$ cat config.mk
export PLATFORM = sky130hd
export DESIGN_NAME = sdram_read_seq
export DESIGN_NICKNAME = d
export VERILOG_FILES = /design/src/rtl/sdrd_pkg.sv /design/src/rtl/sdrd_ctrl.sv /design/src/rtl/sdrd_path.sv /design/src/rtl/sdram_read_seq.sv
export SDC_FILE = /design/constraint.sdc
export NUM_CORES = 1
export LEC_CHECK = 0
export ABC_AREA = 1
export ABC_CLOCK_PERIOD_IN_PS = 2600
export BUFFER_PORTS_ARGS = -buffer_cell sky130_fd_sc_hd__buf_2
export CORE_ASPECT_RATIO = 1.5
export CORE_MARGIN = 2
export CORE_UTILIZATION = 33
export DETAILED_ROUTE_END_ITERATION = 6
export PLACE_DENSITY = 0.55
export SLEW_MARGIN = 20
export SYNTH_ARGS = -nofsm -noshare
export SYNTH_HDL_FRONTEND = slang
export SYNTH_SLANG_ARGS = --single-unit
$ cat constraint.sdc
create_clock -name clk -period 2.6 [get_ports clk]
set_input_delay 0.52 -clock clk [delete_from_list [all_inputs] [get_ports clk]]
set_output_delay 0.52 -clock clk [all_outputs]
set_load 0.02 [all_outputs]
$ cat src/rtl/sdrd_pkg.sv
package sdrd_pkg;

  localparam int MODE_W = 7;
  localparam int MAX_CL = 3;
  localparam int MAX_BL = 8;
  localparam int OFS_W  = $clog2(MAX_BL);
  localparam logic [MODE_W-1:0] MODE_RESET = 7'b010_0_000;

  // Decoded view of the mode register
  typedef struct packed {
    logic             ok;
    logic [OFS_W:0]   len;
    logic [OFS_W-1:0] mask;
    logic             ilv;
    logic [1:0]       cl;
  } modeDec_t;

  // Strobes from control to datapath
  typedef struct packed {
    logic             emit;
    logic             oe;
    logic             ilv;
    logic [OFS_W-1:0] mask;
    logic [OFS_W-1:0] offset;
  } pathCtl_t;

  function automatic modeDec_t decodeMode(input logic [MODE_W-1:0] m);
    modeDec_t d;
    logic     blOk;
    logic     clOk;
    d    = '0;
    blOk = 1'b1;
    clOk = 1'b1;
    d.ilv = m[3];
    case (m[2:0])
      3'b000:  begin d.len = 4'd1; d.mask = 3'd0; end
      3'b001:  begin d.len = 4'd2; d.mask = 3'd1; end
      3'b010:  begin d.len = 4'd4; d.mask = 3'd3; end
      3'b011:  begin d.len = 4'd8; d.mask = 3'd7; end
      default: blOk = 1'b0;
    endcase
    case (m[6:4])
      3'b010:  d.cl = 2'd2;
      3'b011:  d.cl = 2'd3;
      default: clOk = 1'b0;
    endcase
    d.ok = blOk && clOk;
    return d;
  endfunction

endpackage

$ cat src/rtl/sdrd_ctrl.sv
module sdrd_ctrl
  import sdrd_pkg::*;
#(
  parameter int COL_W = 8
) (
  input  logic              clk,
  input  logic              rstN,
  input  logic              modeLoad,
  input  logic [MODE_W-1:0] modeWord,
  input  logic              readCmd,
  input  logic [COL_W-1:0]  readCol,
  output logic              modeErr,
  output pathCtl_t          ctl,
  output logic [COL_W-1:0]  colBase
);

  localparam int SLOTS = MAX_CL;

  typedef struct packed {
    logic             v;
    logic [COL_W-1:0] col;
    logic [OFS_W:0]   len;
    logic [OFS_W-1:0] mask;
    logic             ilv;
  } slot_t;

  logic [MODE_W-1:0] modeQ;
  modeDec_t          dec;
  logic              accept;
  slot_t             newSlot;
  slot_t             pipeQ [SLOTS];
  slot_t             curQ;
  logic              active;
  logic [OFS_W:0]    idx;
  logic              launch;
  logic              lastDone;

  // Mode register
  always_ff @(posedge clk or negedge rstN) begin
    if (!rstN)         modeQ <= MODE_RESET;
    else if (modeLoad) modeQ <= modeWord;
  end

  assign dec     = decodeMode(modeQ);
  assign modeErr = !dec.ok;
  assign accept  = readCmd && dec.ok;

  always_comb begin
    newSlot      = '0;
    newSlot.v    = 1'b1;
    newSlot.col  = readCol;
    newSlot.len  = dec.len;
    newSlot.mask = dec.mask;
    newSlot.ilv  = dec.ilv;
  end

  // Latency pipeline: a READ enters at slot (latency-1), launches from slot 0
  always_ff @(posedge clk or negedge rstN) begin
    if (!rstN) begin
      for (int k = 0; k < SLOTS; k++) pipeQ[k] <= '0;
    end else begin
      for (int k = 0; k < SLOTS; k++) begin
        if (accept && (int'(dec.cl) - 1 == k)) pipeQ[k] <= newSlot;
        else if (k == SLOTS - 1)               pipeQ[k] <= '0;
        else                                   pipeQ[k] <= pipeQ[k+1];
      end
    end
  end

  assign launch   = pipeQ[0].v;
  assign lastDone = active && (idx == curQ.len);

  // Burst engine: a launch always replaces the burst in progress
  always_ff @(posedge clk or negedge rstN) begin
    if (!rstN) begin
      active <= 1'b0;
      idx    <= '0;
      curQ   <= '0;
    end else if (launch) begin
      active <= 1'b1;
      idx    <= 1;
      curQ   <= pipeQ[0];
    end else if (lastDone) begin
      active <= 1'b0;
      idx    <= '0;
    end else if (active) begin
      idx <= idx + 1'b1;
    end
  end

  // Strobes to datapath
  always_comb begin
    ctl = '0;
    if (launch) begin
      ctl.emit   = 1'b1;
      ctl.ilv    = pipeQ[0].ilv;
      ctl.mask   = pipeQ[0].mask;
      ctl.offset = '0;
      colBase    = pipeQ[0].col;
    end else begin
      ctl.emit   = active && !lastDone;
      ctl.ilv    = curQ.ilv;
      ctl.mask   = curQ.mask;
      ctl.offset = idx[OFS_W-1:0];
      colBase    = curQ.col;
    end
    ctl.oe = ctl.emit || pipeQ[1].v;
  end

  // READ under reserved mode leaves an empty pipeline empty
  assert_rd_ignored_R8: assert property (@(posedge clk) disable iff (!rstN)
    (readCmd && modeErr && !pipeQ[1].v && !pipeQ[2].v)
      |=> (!pipeQ[0].v && !pipeQ[1].v && !pipeQ[2].v))
    else $error("reserved-mode READ entered the latency pipeline");

  // an accepted READ is held in the pipeline for at least one more edge
  assert_rd_held_R3: assert property (@(posedge clk) disable iff (!rstN)
    accept |=> (pipeQ[1].v || pipeQ[2].v))
    else $error("accepted READ missing from latency pipeline");

  // beat counter bounded by captured burst length
  assert_idx_bound_R5: assert property (@(posedge clk) disable iff (!rstN)
    active |-> (idx != 0 && idx <= curQ.len))
    else $error("beat counter outside burst");

  // captured burst length is one of 1, 2, 4, 8
  assert_len_legal_R2: assert property (@(posedge clk) disable iff (!rstN)
    active |-> ($countones(curQ.len) == 1))
    else $error("captured burst length not a power of two");

endmodule

$ cat src/rtl/sdrd_path.sv
module sdrd_path
  import sdrd_pkg::*;
#(
  parameter int COL_W = 8,
  parameter int DW    = 16
) (
  input  logic             clk,
  input  logic             rstN,
  input  pathCtl_t         ctl,
  input  logic [COL_W-1:0] colBase,
  output logic [DW-1:0]    dqData,
  output logic             dqOe,
  output logic             dqValid
);

  localparam int LOW_W = OFS_W;
  localparam int PAD_W = COL_W - LOW_W;

  logic [LOW_W-1:0] startLow;
  logic [LOW_W-1:0] seqLow;
  logic [LOW_W-1:0] ilvLow;
  logic [LOW_W-1:0] pickLow;
  logic [COL_W-1:0] keepMask;
  logic [COL_W-1:0] colAddr;
  logic [DW-1:0]    word;

  // Column ordering within the burst
  assign startLow = colBase[LOW_W-1:0];
  assign seqLow   = (startLow + ctl.offset) & ctl.mask;
  assign ilvLow   = (startLow ^ ctl.offset) & ctl.mask;
  assign pickLow  = ctl.ilv ? ilvLow : seqLow;
  assign keepMask = ~{{PAD_W{1'b0}}, ctl.mask};
  assign colAddr  = (colBase & keepMask) | {{PAD_W{1'b0}}, pickLow};

  // Column array contents: a fixed function of the column address
  generate
    for (genvar i = 0; i < DW; i++) begin : g_word
      assign word[i] = colAddr[i % COL_W] ^ 1'((i / COL_W) % 2);
    end
  endgenerate

  always_ff @(posedge clk or negedge rstN) begin
    if (!rstN) begin
      dqData  <= '0;
      dqOe    <= 1'b0;
      dqValid <= 1'b0;
    end else begin
      dqData  <= ctl.emit ? word : '0;
      dqOe    <= ctl.oe;
      dqValid <= ctl.emit;
    end
  end

  // a word never appears without the enable
  assert_valid_oe_R4: assert property (@(posedge clk) disable iff (!rstN)
    dqValid |-> dqOe)
    else $error("valid word without output enable");

  // the enable rises one cycle ahead of data
  assert_lead_R4: assert property (@(posedge clk) disable iff (!rstN)
    $rose(dqOe) |-> !dqValid)
    else $error("enable rose together with data");

  // the enable only falls right after a delivered word
  assert_tail_R5: assert property (@(posedge clk) disable iff (!rstN)
    $fell(dqOe) |-> $past(dqValid))
    else $error("enable fell without a preceding word");

endmodule

$ cat src/rtl/sdram_read_seq.sv
module sdram_read_seq
  import sdrd_pkg::*;
#(
  parameter int COL_W = 8,
  parameter int DW    = 16
) (
  input  logic              clk,
  input  logic              rstN,
  input  logic              modeLoad,
  input  logic [MODE_W-1:0] modeWord,
  input  logic              readCmd,
  input  logic [COL_W-1:0]  readCol,
  output logic [DW-1:0]     dqData,
  output logic              dqOe,
  output logic              dqValid,
  output logic              modeErr
);

  pathCtl_t         ctl;
  logic [COL_W-1:0] colBase;

  sdrd_ctrl #(.COL_W(COL_W)) u_ctrl (
    .clk      (clk),
    .rstN     (rstN),
    .modeLoad (modeLoad),
    .modeWord (modeWord),
    .readCmd  (readCmd),
    .readCol  (readCol),
    .modeErr  (modeErr),
    .ctl      (ctl),
    .colBase  (colBase)
  );

  sdrd_path #(.COL_W(COL_W), .DW(DW)) u_path (
    .clk     (clk),
    .rstN    (rstN),
    .ctl     (ctl),
    .colBase (colBase),
    .dqData  (dqData),
    .dqOe    (dqOe),
    .dqValid (dqValid)
  );

endmodule

==> metrics.md <==
| Metric | Value |
|---|---|
| CTS clk-pin slew, worst paths | `roughly 0.060 ns` |
| Place WS | `approximately 0.4 ns` |
| Via count | `~2,100` |
| Library cell used as clock root buffer | `clkbuf_16` |
| Final layout net count | `around 380` |
| Worst path setup slack after routing | `~0.38 ns` |
| Die ar. | `around 11,000 µm²` |
| Most common cell after layout, fill and taps aside | `dfrtp_1` |
| H-tree level count | `3` |
| Number of setup violations in the final report | `0` |
| Number of resized instances in the post-cts repair step | `0` |
| Sequential Area | `~2300 µm²` |
| Number of diodes added for antenna fixing | `0` |
| Post-layout minimum cycle time | `2.22 ns` |
| Maximum number of pins on one net before global-route repair | `a little over 40` |
| Postcts setup bufs | `0` |
| Leading cell types in the layout, fill and taps excluded | `dfrtp_1 (92), nand2_1 (67), inv_1 (40), buf_2 (36), nor2_1 (32)` |
| Mean instance size in the synthesized netlist | `10.5 µm²` |
| Filler Cell Count | `1,012` |
| Register-to-Register Path Depth | `10` |
| DPL Wire Length | `around 4000 µm` |
| Fraction of synthesis flops using an asynchronous set or reset pin | `100%` |
| DR WL/cell | `10.9 µm` |
| Post-DRT Antenna Nets | `0` |
| Critical Path Sink Type | `flop` |
| Remaining global-route overflow | `0` |
| Yosys cell types | `31` |
| Last element of the critical path | `u_path.dqData[9]$_DFF_PN0_` |
| Total DRC errors in the routed layout | `0` |
| Mean number of vias per cell | `between 4 and 5` |
| Clock Sinks | `between 90 and 100` |
| Worst VDD drop | `~510 µV` |
| Setup slack on the worst flop-to-flop path | `around 0.38 ns` |
| Area added between synthesis and finish | `15.8%` |
| Minimum hold slack | `roughly 0.14 ns` |
| Starting utilization of the core area | `around a third` |
| PwrDens | `913 nW/µm²` |
| Top_reg_cell synth | `dfrtp_1` |
| GRT Util Overall | `between 10% and 20%` |
| Ports placed on the boundary | `38` |
| Area of the multi-input gates | `roughly 860 µm²` |
| Setup repair after global routing missed its margin | `no` |
| Slew at the pin closest to its max-slew limit | `0.484 ns` |
| Beginning of the critical path | `u_ctrl.launch$_DFF_PN0_` |
| Highest attainable clock frequency | `0.451 GHz` |
| Max transition margin | `between 60% and 70%` |
| Num CTS Buffers | `9` |
| Port Buf Inserts | `37` |
| Static power due to leakage | `about 2.1 nW` |
| Portion of the post-synthesis area used by sequential elements | `67.1%` |
| Reg2reg start | `u_ctrl.launch$_DFF_PN0_` |
| Synth warn | `0` |
| Slew Limit Fails | `0` |
| Maximum root-to-sink buffer count | `2` |
| Number of rows created at floorplan | `45` |
| Number of synthesized register bits | `between 90 and 100` |
| Worst setup SP type | `flop` |
| Number of design-rule violations left by the first detailed-router iteration | `94` |
| Worst path arrival time | `2.50 ns` |
| Std-Cell Core Area | `10,200 µm²` |
| Max Cap Violations | `0` |
| Die span in y | `130 µm` |
| Post-route total power | `roughly 0.0037 W` |
| Final Wtd Congestion | `0.757` |
| Total Wirelength | `about 5500 µm` |
| Count of flip-flops with a built-in enable after synthesis | `0` |
| HP Class | `input pin to async pin` |
| Worst Path Class, Setup | `flop to flop` |
| Critical path peak fanout | `13` |
| Sum of negative setup slack | `0 ns` |
| Synthesized netlist net count | `353` |
| Gate count after technology mapping | `between 300 and 400` |
| Reg-to-reg endpoint | `u_path.dqData[9]$_DFF_PN0_` |
| Required time at the worst-slack endpoint | `2.88 ns` |
| Post-cts hold buffer count | `0` |
| First-pass GRT wire length | `~9100 µm` |
| Number of antenna violations at the first check in global routing | `0` |
| Width of the die | `roughly 88 µm` |
| Result of the run | `complete, no violations` |
| Post-route clock period utilization | `a little under nine tenths` |
| CTS tree | `built` |
| Fraction of final layout cells with drive strength greater than 1 | `~22%` |
| Number of hold violations in the final report | `0` |
| Netlist area before placement | `around 3500 µm²` |
| Number of detailed-route iterations in the first pass | `4` |
| Final clock skew | `approximately 0.0067 ns` |
| Vias in the first global route | `roughly 2,000` |
| Clock network latency to the later pin of the worst-skew pair | `around 0.34 ns` |
[metal layers]
metal  GRT usage (%)  part of all wire, %  wire length, µm
met5               0                    0                0
met4            6.06                  2.9              159
met3            3.38                  4.5              246
met2            17.6                   51             2810
met1            12.2                   41             2260
[stage by stage]
stage | instances | utilization (%) | cell area [µm²]
CTS | 504 | 39.5 | 4020
global placement | 488 | 36.7 | 3740
floorplan | 330 | - | 3470
finish | 504 | 39.5 | 4020
global route | 504 | 39.5 | 4020
detailed placement | 488 | 36.7 | 3740
[worst max-delay path, stage by stage, from the launching register on]
cell	delay, ns
dfrtp_1	0.58
inv_2	0.07
or2_1	0.21
o21ai_0	0.10
inv_1	0.09
ha_1	0.21
fa_1	0.44
nand2_1	0.08
o21ai_0	0.07
a21oi_1	0.17
and2_1	0.15
[layout make-up]
type                            count  area share, %
Clock buffer                        9           5.60
Clock inverter                      7           1.31
Inverter                           42           3.92
Multi-Input combinational cell    171           21.5
Sequential cell                    93           57.9
Tap cell                          141           4.39
Timing Repair Buffer               41           5.41
[logic make-up after synthesis]
group	synth area share (%)
multiplexers	0.324
flip-flops	67.1
XOR/XNOR	0.505
AND/OR/NAND/NOR	15.3
buffers and inverters	8.07
adder cells (fa/ha/maj)	1.66
AO/OA/AOI/OAI	7.10
[state kept, by name, indices dropped and copies added (netlist names)]
register and flops:
u_ctrl.modeQ 7, u_ctrl.launch 1, u_ctrl.pipeQ 47, u_ctrl.curQ 15, u_path.dqOe 1, u_ctrl.idx 4
u_path.dqValid 1, u_ctrl.active 1, u_path.dqData 16
[worst min path at each step]
stage | to | slack (ns) | start | cells after the start
after floorplan | u_ctrl.active$_DFFE_PN0P_ | 0.22 | rstN | 0
after global placement | u_ctrl.pipeQ[35]$_DFF_PN0_ | 0.33 | u_ctrl.pipeQ[18]$_DFF_PN0_ | 0
after detailed placement | u_ctrl.pipeQ[35]$_DFF_PN0_ | 0.34 | u_ctrl.pipeQ[18]$_DFF_PN0_ | 0
after CTS | u_ctrl.pipeQ[11]$_DFF_PN0_ | 0.16 | rstN | 1
after global routing | u_ctrl.pipeQ[11]$_DFF_PN0_ | 0.17 | rstN | 1
final | u_ctrl.pipeQ[11]$_DFF_PN0_ | 0.14 | rstN | 1
[synthesized netlist by cell type (all sizes together), types with 2 or more instances]
cell type | count | share of area [%]
o21ai | 34 | 6.0
ha | 3 | 1.1
inv | 42 | 4.5
and2 | 2 | 0.36
xor2 | 2 | 0.50
a21oi | 4 | 0.90
nand2 | 69 | 7.6
nand4 | 2 | 0.36
dfrtp | 92 | 66
nand3 | 6 | 0.86
clkbuf | 17 | 1.8
nor2 | 34 | 3.8
nor3 | 2 | 0.43
or2 | 9 | 1.6
buf | 7 | 1.7
[power breakdown]
part / switching, W / internal, W
sequential: 0.000106 / 0.00165
combinational: 0.000483 / 0.000240
clock: 0.000542 / 0.000650
total: 0.00113 / 0.00254
(Power assumes the default switching activity.)
